**src/rtl/cal_tk_pkg.sv**
```systemverilog
`timescale 1ns/1ps
package cal_tk_pkg;
  localparam int unsigned FW = 8;
  localparam int unsigned NF = 6;
  localparam int unsigned SW = 3;

  localparam int I_SEC  = 0;
  localparam int I_MIN  = 1;
  localparam int I_HOUR = 2;
  localparam int I_DAY  = 3;
  localparam int I_MON  = 4;
  localparam int I_YEAR = 5;

  typedef logic [FW-1:0] fld_t;
  typedef fld_t [NF-1:0] tvec_t;

  function automatic fld_t low_of(int idx);
    return (idx == I_DAY || idx == I_MON) ? fld_t'(1) : fld_t'(0);
  endfunction
endpackage

```
**src/rtl/cal_tk_dim.sv**
```systemverilog
`timescale 1ns/1ps
module cal_tk_dim
  import cal_tk_pkg::*;
#(
  parameter int unsigned LEAP_BITS = 2
) (
  input  fld_t                 mon_i,
  input  logic [LEAP_BITS-1:0] yr_lo_i,
  output fld_t                 dim_o
);
  logic leap;
  assign leap = (yr_lo_i == '0);

  always_comb begin
    case (mon_i)
      fld_t'(2):                                  dim_o = leap ? fld_t'(29) : fld_t'(28);
      fld_t'(4), fld_t'(6), fld_t'(9), fld_t'(11): dim_o = fld_t'(30);
      default:                                    dim_o = fld_t'(31);
    endcase
  end
endmodule

```
**src/rtl/cal_tk_step.sv**
```systemverilog
`timescale 1ns/1ps
module cal_tk_step
  import cal_tk_pkg::*;
#(
  parameter fld_t LO = '0
) (
  input  logic en_i,
  input  fld_t cur_i,
  input  fld_t hi_i,
  output fld_t nxt_o,
  output logic carry_o
);
  logic at_top;
  assign at_top  = (cur_i >= hi_i);
  assign carry_o = en_i && at_top;

  always_comb begin
    if (!en_i)      nxt_o = cur_i;
    else if (at_top) nxt_o = LO;
    else            nxt_o = cur_i + fld_t'(1);
  end
endmodule

```
**src/rtl/cal_tk_core.sv**
```systemverilog
`timescale 1ns/1ps
module cal_tk_core
  import cal_tk_pkg::*;
#(
  parameter int unsigned SEC_MAX   = 59,
  parameter int unsigned MIN_MAX   = 59,
  parameter int unsigned HOUR_MAX  = 23,
  parameter int unsigned MON_MAX   = 12,
  parameter int unsigned LEAP_BITS = 2
) (
  input  logic  clk,
  input  logic  rst,
  input  logic  tick_i,
  input  logic  stop_i,
  input  logic  load_i,
  input  tvec_t src_i,
  output tvec_t cnt_o,
  output tvec_t nxt_o,
  output logic  adv_o,
  output logic  pulse_o
);
  localparam int unsigned NSTEP = NF - 1;

  tvec_t            cnt_q;
  tvec_t            nxt;
  logic [NF-1:0]    en;
  fld_t             hi [NSTEP];
  fld_t             dim;

  assign adv_o = tick_i && !stop_i && !load_i;
  assign en[0] = adv_o;

  cal_tk_dim #(.LEAP_BITS(LEAP_BITS)) u_dim (
    .mon_i   (cnt_q[I_MON]),
    .yr_lo_i (cnt_q[I_YEAR][LEAP_BITS-1:0]),
    .dim_o   (dim)
  );

  always_comb begin
    hi[I_SEC]  = fld_t'(SEC_MAX);
    hi[I_MIN]  = fld_t'(MIN_MAX);
    hi[I_HOUR] = fld_t'(HOUR_MAX);
    hi[I_DAY]  = dim;
    hi[I_MON]  = fld_t'(MON_MAX);
  end

  for (genvar g = 0; g < NSTEP; g++) begin : g_stage
    cal_tk_step #(.LO(low_of(g))) u_step (
      .en_i    (en[g]),
      .cur_i   (cnt_q[g]),
      .hi_i    (hi[g]),
      .nxt_o   (nxt[g]),
      .carry_o (en[g+1])
    );
  end

  assign nxt[I_YEAR] = en[I_YEAR] ? cnt_q[I_YEAR] + fld_t'(1) : cnt_q[I_YEAR];

  always_ff @(posedge clk) begin
    if (rst) begin
      for (int i = 0; i < NF; i++) cnt_q[i] <= low_of(i);
      pulse_o <= 1'b0;
    end else if (load_i) begin
      cnt_q   <= src_i;
      pulse_o <= 1'b0;
    end else begin
      cnt_q   <= nxt;
      pulse_o <= adv_o;
    end
  end

  assign cnt_o = cnt_q;
  assign nxt_o = nxt;
endmodule

```
**src/rtl/cal_tk_shadow.sv**
```systemverilog
`timescale 1ns/1ps
module cal_tk_shadow
  import cal_tk_pkg::*;
#(
  parameter fld_t SEC_POR = 8'hFF
) (
  input  logic          clk,
  input  logic          rst,
  input  logic          copy_i,
  input  tvec_t         src_i,
  input  logic          we_i,
  input  logic [SW-1:0] sel_i,
  input  fld_t          wdata_i,
  output tvec_t         buf_o
);
  tvec_t buf_q;

  for (genvar f = 0; f < NF; f++) begin : g_fld
    localparam fld_t POR = (f == I_SEC) ? SEC_POR : low_of(f);
    logic hit;
    assign hit = we_i && (sel_i == SW'(f));

    always_ff @(posedge clk) begin
      if (rst)         buf_q[f] <= POR;
      else if (hit)    buf_q[f] <= wdata_i;
      else if (copy_i) buf_q[f] <= src_i[f];
    end
  end

  assign buf_o = buf_q;
endmodule

```
**src/rtl/cal_timekeeper.sv**
```systemverilog
`timescale 1ns/1ps
module cal_timekeeper
  import cal_tk_pkg::*;
#(
  parameter int unsigned SEC_MAX   = 59,
  parameter int unsigned MIN_MAX   = 59,
  parameter int unsigned HOUR_MAX  = 23,
  parameter int unsigned MON_MAX   = 12,
  parameter int unsigned LEAP_BITS = 2,
  parameter int unsigned SEC_POR   = 255
) (
  input  logic          clk,
  input  logic          rst,
  input  logic          tick_i,
  input  logic          stop_i,
  input  logic          upd_dis_i,
  input  logic          load_set_i,
  input  logic          buf_we_i,
  input  logic [SW-1:0] buf_sel_i,
  input  logic [FW-1:0] buf_wdata_i,
  output logic [FW-1:0] buf_year_o,
  output logic [FW-1:0] buf_month_o,
  output logic [FW-1:0] buf_day_o,
  output logic [FW-1:0] buf_hour_o,
  output logic [FW-1:0] buf_min_o,
  output logic [FW-1:0] buf_sec_o,
  output logic [FW-1:0] cnt_year_o,
  output logic [FW-1:0] cnt_month_o,
  output logic [FW-1:0] cnt_day_o,
  output logic [FW-1:0] cnt_hour_o,
  output logic [FW-1:0] cnt_min_o,
  output logic [FW-1:0] cnt_sec_o,
  output logic          sec_pulse_o,
  output logic          load_pend_o
);
  logic  load_q;
  logic  adv;
  tvec_t cnt, nxt, bufv;

  always_ff @(posedge clk) begin
    if (rst) load_q <= 1'b0;
    else     load_q <= load_set_i;
  end

  cal_tk_core #(
    .SEC_MAX(SEC_MAX), .MIN_MAX(MIN_MAX), .HOUR_MAX(HOUR_MAX),
    .MON_MAX(MON_MAX), .LEAP_BITS(LEAP_BITS)
  ) u_core (
    .clk     (clk),
    .rst     (rst),
    .tick_i  (tick_i),
    .stop_i  (stop_i),
    .load_i  (load_q),
    .src_i   (bufv),
    .cnt_o   (cnt),
    .nxt_o   (nxt),
    .adv_o   (adv),
    .pulse_o (sec_pulse_o)
  );

  cal_tk_shadow #(.SEC_POR(fld_t'(SEC_POR))) u_shadow (
    .clk     (clk),
    .rst     (rst),
    .copy_i  (adv && !upd_dis_i),
    .src_i   (nxt),
    .we_i    (buf_we_i),
    .sel_i   (buf_sel_i),
    .wdata_i (buf_wdata_i),
    .buf_o   (bufv)
  );

  assign load_pend_o = load_q;
  assign buf_year_o  = bufv[I_YEAR];
  assign buf_month_o = bufv[I_MON];
  assign buf_day_o   = bufv[I_DAY];
  assign buf_hour_o  = bufv[I_HOUR];
  assign buf_min_o   = bufv[I_MIN];
  assign buf_sec_o   = bufv[I_SEC];
  assign cnt_year_o  = cnt[I_YEAR];
  assign cnt_month_o = cnt[I_MON];
  assign cnt_day_o   = cnt[I_DAY];
  assign cnt_hour_o  = cnt[I_HOUR];
  assign cnt_min_o   = cnt[I_MIN];
  assign cnt_sec_o   = cnt[I_SEC];
endmodule

```
**config.mk**
```make
export PLATFORM = sky130hd
export DESIGN_NAME = cal_timekeeper
export DESIGN_NICKNAME = d
export VERILOG_FILES = /design/src/rtl/cal_tk_pkg.sv /design/src/rtl/cal_tk_dim.sv /design/src/rtl/cal_tk_step.sv /design/src/rtl/cal_tk_core.sv /design/src/rtl/cal_tk_shadow.sv /design/src/rtl/cal_timekeeper.sv
export SDC_FILE = /design/constraint.sdc
export NUM_CORES = 1
export LEC_CHECK = 0
export ABC_AREA = 1
export BUFFER_PORTS_ARGS = -buffer_cell sky130_fd_sc_hd__buf_2
export CAP_MARGIN = 20
export CORE_MARGIN = 5
export CORE_UTILIZATION = 46
export CTS_CLUSTER_SIZE = 16
export DETAILED_ROUTE_END_ITERATION = 6
export PLACE_DENSITY_LB_ADDON = 0.12
export SLEW_MARGIN = 20
export SYNTH_ARGS = -nofsm -noshare
export SYNTH_HDL_FRONTEND = slang
export SYNTH_SLANG_ARGS = --single-unit
```
**constraint.sdc**
```tcl
create_clock -name clk -period 3.5 [get_ports clk]
set_input_delay 0.35 -clock clk [delete_from_list [all_inputs] [get_ports clk]]
set_output_delay 0.35 -clock clk [all_outputs]
set_load 0.02 [all_outputs]
```
Word level (Yosys, flattened, before mapping)
Cells that the tools add are included.
- reductions and logical operators: 27
- shifts and indexed selects: 0
- bitwise gates (word level): 0
- eq/ne operators: 10
- multiplexer cells: 26
- magnitude comparators: 5
- divide/modulo/power cells: 0
- add/subtract/negate cells: 6
- multipliers: 0
- operator list (kind ; count):
    8-bit 2-to-1 mux ; 23
    8-bit by 1-bit adder with 8-bit output (second input constant) ; 6
    48-bit 2-to-1 mux ; 1
    8-bit by 3-bit equality test with 1-bit output (second input constant) ; 2
    8-bit by 4-bit equality test with 1-bit output (second input constant) ; 2
    8-bit by 6-bit >= comparator with 1-bit output (second input constant) ; 2
    1-bit logical AND ; 14
    2-bit nonzero test ; 6
    8-bit by 2-bit equality test with 1-bit output (second input constant) ; 1
    8-bit by 4-bit >= comparator with 1-bit output (second input constant) ; 1
    8-bit by 5-bit >= comparator with 1-bit output ; 1
    8-bit by 5-bit >= comparator with 1-bit output (second input constant) ; 1
    3-bit by 2-bit equality test with 1-bit output (second input constant) ; 2
    3-bit equality test (second input constant) ; 2
    2-bit one-hot mux with 2 select lines ; 1
    4-bit OR reduction ; 1
    3-bit by 1-bit equality test with 1-bit output (second input constant) ; 1
    1-bit zero test ; 3
    3-bit zero test ; 1
    2-bit zero test ; 1
    2-bit OR reduction ; 1
    1-bit 2-to-1 mux ; 1
- output and inout bits: 98
- ROM bits: 0
- logic and storage cells: 88
- latch bits: 0
- RAM bits: 0
- register bits: 98
- memories: 0

Longest topological paths before layout
- depth after elaboration: 11
- mapped depth: 19
- mapped depth without buffers: 19

Hierarchy
A second synthesis with hierarchy kept.
- cells, all modules: 1081
- area, all modules: 6892.9 um^2
- by module, submodules not included (module ; times used ; cells an instance ; area an instance (um^2)):
    cal_tk_shadow ; 1 ; 381 ; 2512.4
    cal_tk_core ; 1 ; 265 ; 1933.1
    cal_tk_step (u_core.g_stage[0].u_step ...) ; 3 ; 82 ; 455.4
    cal_tk_step (u_core.g_stage[3].u_step ...) ; 2 ; 78 ; 450.4
    cal_tk_dim ; 1 ; 28 ; 140.1
    cal_timekeeper ; 1 ; 5 ; 40.0

Least setup slack after synthesis
OpenSTA, ideal clock, no wires.
- path type: reg-to-reg
- from: register u_core.cnt_q (netlist bit u_core.cnt_o[40])
- to: register u_core.cnt_q (netlist bit u_core.cnt_o[33])
- data arrival time: 2296 ps
- library setup time: 115 ps
- cell stages (with the launch flop): 15
- period minus slack after synthesis: 2411 ps
- setup slack: 1089 ps
- buffers on the path: 1
- data required time: 3385 ps
- cell sequence: dfxtp_1 > inv_1 > ha_1 > o41ai_1 > inv_1 > ha_1 > o21ai_0 > nand2_1 > nand2_1 > nand2_2 > buf_2 > nand4_1 > nand2_1 > o21ai_0 > inv_1
- cells in the longest elaborated chain, start to end: 7
- ends and longest elaborated chain (what ; line ; source):
    start, declared ; cal_tk_core.sv:24 ; tvec_t cnt_q;
    start signal, assigned ; cal_tk_core.sv:64 ; cnt_q <= src_i;
    start signal, assigned ; cal_tk_core.sv:67 ; cnt_q <= nxt;
    2-bit zero test ; cal_tk_dim.sv:12 ; assign leap = (yr_lo_i == '0);
    1-bit 2-to-1 mux ; cal_tk_dim.sv:16 ; fld_t'(2): dim_o = leap ? fld_t'(29) : fld_t'(28);
    2-bit one-hot mux with 2 select lines ; cal_tk_dim.sv:15 ; case (mon_i)
    8-bit by 5-bit >= comparator with 1-bit output ; cal_tk_step.sv:14 ; assign at_top = (cur_i >= hi_i);
    1-bit logical AND ; cal_tk_step.sv:15 ; assign carry_o = en_i && at_top;
    8-bit 2-to-1 mux ; cal_tk_step.sv:18 ; if (!en_i) nxt_o = cur_i;
    48-bit 2-to-1 mux ; cal_tk_core.sv:63 ; end else if (load_i) begin
Every way passes these cells.
A chain may end at the register's enable or synchronous reset.

Worst setup path in the final report
- from: register u_core.cnt_q (netlist bit u_core.cnt_o[40])
- to: register u_shadow.buf_q (netlist bit u_shadow.buf_o[29])
- cells in the longest elaborated chain, start to end: 8
- ends and longest elaborated chain (what ; line ; source):
    2-bit zero test ; cal_tk_dim.sv:12 ;
    1-bit 2-to-1 mux ; cal_tk_dim.sv:16 ;
    2-bit one-hot mux with 2 select lines ; cal_tk_dim.sv:15 ;
    8-bit by 5-bit >= comparator with 1-bit output ; cal_tk_step.sv:14 ;
    8-bit 2-to-1 mux ; cal_tk_step.sv:19 ; else if (at_top) nxt_o = LO;
    8-bit 2-to-1 mux ; cal_tk_step.sv:18 ;
    8-bit 2-to-1 mux ; cal_tk_shadow.sv:26 ; else if (copy_i) buf_q[f] <= src_i[f];
    8-bit 2-to-1 mux ; cal_tk_shadow.sv:25 ; else if (hit) buf_q[f] <= wdata_i;
    end signal, assigned by index ; cal_tk_shadow.sv:25 ;
    end signal, assigned by index ; cal_tk_shadow.sv:26 ;
    end, declared ; cal_tk_shadow.sv:16 ; tvec_t buf_q;
Every way passes these cells. The select of a mux whose other input is x is not followed.

==> flow_results.xml <==
<?xml version="1.0" encoding="UTF-8"?>
<metrics>
  <group name="run_status">
    <metric name="run_status" unit="">complete, no violations</metric>
  </group>
  <group name="synthesis">
    <metric name="yosysWarningCount" unit="">0</metric>
    <metric name="synthFlopType" unit="">dfxtp_1</metric>
    <metric name="ys_ff_latch" unit="">98</metric>
    <metric name="synth_cells" unit="">760</metric>
    <metric name="yosysSeqAreaShare" unit="%">37.55</metric>
    <metric name="number_of_enable_type_register_cells_in_the_synthesized_netlist" unit="">0</metric>
    <metric name="synthDistinctLibCells" unit="">43</metric>
    <metric name="syn_nets" unit="">790</metric>
    <metric name="syn_avg_cell_area" unit="µm²">6.875</metric>
    <metric name="netlist_area" unit="µm²">5225</metric>
    <metric name="postSynth.asyncResetShare" unit="%">0</metric>
  </group>
  <group name="die">
    <metric name="design.portCount" unit="">116</metric>
    <metric name="coreArea" unit="µm²">11270</metric>
    <metric name="placementRows" unit="">39</metric>
    <metric name="initial_core_util" unit="%">46.35</metric>
    <metric name="fp.dieW" unit="µm">116.6</metric>
    <metric name="die_span_y" unit="µm">116.6</metric>
    <metric name="die_outline_area" unit="µm²">13590</metric>
  </group>
  <group name="min_path">
    <metric name="worstHoldPathCells" unit="">3</metric>
    <metric name="min_delay_worst_endpoint" unit="">load_pend_o</metric>
    <metric name="min-delay-path-class" unit="">input port to flip-flop</metric>
    <metric name="worstHoldStart" unit="">load_set_i</metric>
  </group>
  <group name="final_layout">
    <metric name="nNetsFinal" unit="">893</metric>
    <metric name="fillerInstances" unit="">1128</metric>
    <metric name="drive_gt1_share" unit="%">20.32</metric>
    <metric name="final_core_utilization" unit="%">55.11</metric>
    <metric name="n_antenna_cell" unit="">0</metric>
    <metric name="fin_cells" unit="">1009</metric>
    <metric name="flow.area_growth_from_synthesis" unit="%">18.89</metric>
  </group>
  <group name="timing">
    <metric name="skew" unit="ps">5.015</metric>
    <metric name="time_the_final_worst_path_needs_with_i_o_delays_and_setup" unit="ps">2793</metric>
    <metric name="grt_setup_unrepaired" unit="">no</metric>
    <metric name="period_share" unit="%">79.80</metric>
    <metric name="hold-worst-slack" unit="ps">203.4</metric>
    <metric name="timing.final.max_slew_violations" unit="">0</metric>
    <metric name="worst_pin_slew" unit="ps">849.0</metric>
    <metric name="max_slew_headroom" unit="%">43.40</metric>
    <metric name="totalNegativeSetupSlack" unit="ps">0</metric>
    <metric name="setup_viol" unit="">0</metric>
    <metric name="report.final.hold_viol_count" unit="">0</metric>
    <metric name="timing.fmax" unit="MHz">358.0</metric>
  </group>
  <group name="clocking">
    <metric name="postCtsSetupRepairBufs" unit="">0</metric>
    <metric name="clock_path_buffers" unit="">2</metric>
    <metric name="clock-root-buffer" unit="">clkbuf_16</metric>
    <metric name="insertion_delay" unit="ps">340</metric>
    <metric name="cts_tree" unit="">yes</metric>
    <metric name="post_cts_resized" unit="">0</metric>
    <metric name="cts_buffers" unit="">9</metric>
    <metric name="clk_pin_slew" unit="ps">70</metric>
    <metric name="cts.htree.levels" unit="">3</metric>
    <metric name="clock_sinks" unit="">98</metric>
    <metric name="postCtsHoldBufs" unit="">0</metric>
  </group>
  <group name="power_and_ir_drop">
    <metric name="total_power" unit="mW">2.789</metric>
    <metric name="p_per_area" unit="nW/µm²">449.0</metric>
    <metric name="vdd.ir_drop.worst" unit="mV">0.2388</metric>
    <metric name="leakagePower" unit="nW">3.042</metric>
  </group>
  <group name="worst_setup_path">
    <metric name="cp.arrival" unit="ps">3060</metric>
    <metric name="crit_path_max_fanout" unit="">15</metric>
    <metric name="crit_path_end_kind" unit="">flip-flop</metric>
    <metric name="path_common_cell" unit="">nand2_1</metric>
    <metric name="max_stage_delay" unit="ps">410</metric>
    <metric name="critical_register_to_register_path_startpoint" unit="">u_core.cnt_o[40]</metric>
    <metric name="critical_path_required" unit="ps">3770</metric>
    <metric name="worstReg2RegEnd" unit="">u_shadow.buf_o[29]</metric>
    <metric name="r2r.worst_path.cells" unit="">14</metric>
    <metric name="crit_slowest_cell" unit="">o41ai_1</metric>
    <metric name="critical_path_source_type" unit="">flip-flop</metric>
    <metric name="critical_path_buf_inv_count" unit="">3</metric>
    <metric name="critical_path.top_delay_family" unit="">compound AO/OA/AOI/OAI gates</metric>
    <metric name="path_cells" unit="">inv_1 -&gt; ha_1 -&gt; o41ai_1 -&gt; inv_1 -&gt; ha_1 -&gt; o21ai_0 -&gt; nand2_1 -&gt; nand2_1 -&gt; nand2_2 -&gt; inv_1 -&gt; nand2_1 -&gt; o21ai_1 -&gt; nand2_1 -&gt; a21oi_1</metric>
    <metric name="setup.reg_to_reg.worst_slack" unit="ps">710</metric>
    <metric name="criticalPathCategory" unit="">flip-flop to flip-flop</metric>
  </group>
  <group name="global_route">
    <metric name="grt_start_max_net_pins" unit="">75</metric>
    <metric name="grt-ovfl-total" unit="">0</metric>
    <metric name="grt_pass1_vias" unit="">4995</metric>
    <metric name="wire_length_of_the_first_global_routing_pass" unit="mm">25.33</metric>
    <metric name="grt_usage" unit="%">23.79</metric>
    <metric name="grt_antenna_before_repair" unit="">0</metric>
  </group>
  <group name="placed_design">
    <metric name="placedCellCount" unit="">995</metric>
    <metric name="buffer_ports.inserted" unit="">115</metric>
    <metric name="gp_congestion" unit="">0.8428</metric>
    <metric name="detailed_place_hpwl" unit="mm">11.50</metric>
  </group>
  <group name="routing">
    <metric name="drt-wirelength-per-cell" unit="µm">15.94</metric>
    <metric name="via_count" unit="">5366</metric>
    <metric name="dr.first_iter.drc_count" unit="">368</metric>
    <metric name="detailed_route_vias_per_instance" unit="">5.318</metric>
    <metric name="detail-route-antenna-nets" unit="">0</metric>
    <metric name="drt_wl_total" unit="mm">16.09</metric>
    <metric name="drt_pre_antenna_iters" unit="">4</metric>
    <metric name="drc" unit="">0</metric>
  </group>
  <group name="flow_run">
    <metric name="maxCapViolCount" unit="">0</metric>
  </group>
</metrics>
## worst max path at each step
stage                          start                  to  slack [ps]  depth (start not counted)
finish              u_core.cnt_o[40]  u_shadow.buf_o[29]         710                         14
global route        u_core.cnt_o[32]  u_shadow.buf_o[29]         460                         15
CTS                 u_core.cnt_o[40]  u_shadow.buf_o[29]         710                         14
detailed placement  u_core.cnt_o[40]  u_shadow.buf_o[29]         760                         14
global placement    u_core.cnt_o[40]  u_shadow.buf_o[29]         900                         14
floorplan           u_core.cnt_o[40]    u_core.cnt_o[33]        1090                         14
## area by class of cell
type	instances	area, µm²	area share (%)
well taps	143	178.9	2.880
multi-input cells	504	2648	42.62
inverters	132	498.0	8.016
clock buffers	12	266.5	4.290
clock inverters	2	60.06	0.9668
repair buffers	118	598.1	9.627
flip-flops and latches	98	1963	31.60
## synthesized netlist by cell type, drive strengths merged (3+ instances only)
| master | number | area [µm²] |
|---|---|---|
| nand2 | 168 | 660.6 |
| inv | 131 | 494.2 |
| dfxtp | 98 | 1962 |
| nor2 | 75 | 346.6 |
| a21oi | 68 | 362.9 |
| o21ai | 63 | 326.6 |
| nand3 | 30 | 180.2 |
| o22ai | 22 | 137.6 |
| clkbuf | 18 | 67.56 |
| a31oi | 15 | 93.84 |
| nand4 | 14 | 102.6 |
| ha | 12 | 150.1 |
| xor2 | 11 | 96.34 |
| buf | 8 | 50.05 |
| nor3 | 5 | 25.02 |
| o2111ai | 5 | 43.79 |
| o211ai | 4 | 30.03 |
| nand3b | 3 | 22.52 |
| or2 | 3 | 18.78 |
## power breakdown
| part | switching [mW] | internal (mW) |
|---|---|---|
| Sequential | 0.0597 | 1.17 |
| Clock | 0.414 | 0.677 |
| Combinational | 0.325 | 0.140 |
## metal layers
layer	up-vias	GRT usage [%]	share of wire, %
li1	2669	-	-
met5	-	0	0
met4	0	8.563	2.2
met1	2509	31.80	44
met3	22	3.575	6.4
met2	166	39.13	47
## cell usage in the layout (no fill, tap or decap), types with 2 or more instances in the layout
cell | netlist | final
nand3_4 | 2 | 2
a21oi_2 | 6 | 6
inv_1 | 117 | 117
xor2_1 | 11 | 11
dfxtp_1 | 98 | 97
nor2_1 | 64 | 64
nand3b_1 | 3 | 3
nand4_1 | 13 | 13
nand2_2 | 3 | 3
o2111ai_1 | 5 | 5
nor3_1 | 5 | 5
ha_1 | 12 | 12
clkbuf_8 | 0 | 3
nor2_4 | 2 | 2
bufinv_16 | 0 | 2
nand2_4 | 3 | 3
nand3_1 | 27 | 27
inv_2 | 13 | 13
nor2_8 | 2 | 2
buf_4 | 0 | 3
buf_2 | 4 | 115
a21oi_1 | 62 | 62
o21ai_0 | 48 | 48
o22ai_1 | 22 | 22
nor2_2 | 7 | 7
o211ai_1 | 4 | 4
clkbuf_16 | 0 | 9
o21ai_1 | 14 | 14
a31oi_1 | 15 | 15
nand2_1 | 162 | 162
## worst reg2reg max path: cells and delay by family (launching register included)
| kind | cells | cell delay (ps) |
|---|---|---|
| fa+ha+maj | 2 | 500 |
| compound gates | 4 | 860 |
| simple gates | 5 | 530 |
| flops | 1 | 400 |
| buf+inv | 3 | 440 |
## state kept, by name, summed over array words and instances (netlist names)
register,flops
u_core.cnt_o,48
u_shadow.buf_o,48
load_pend_o,1
u_core.pulse_o,1
## logic make-up after synthesis
logic type	count (synthesis)	share of synthesized area, %
compound gates	182	19.83
simple gates	298	25.96
fa+ha+maj	12	2.873
flops	98	37.55
xor+xnor	12	2.011
buf+inv	158	11.78
## per-stage QoR
stage | area (µm²) | setup slack (ps)
after global placement | 5886 | 898.4
after global routing | 6212 | 459.5
after detailed placement | 5886 | 764.4
after CTS | 6212 | 714.5
final | 6212 | 707.0
after floorplan | 5225 | 1089
Note: power is estimated with default switching activity, not from simulation.
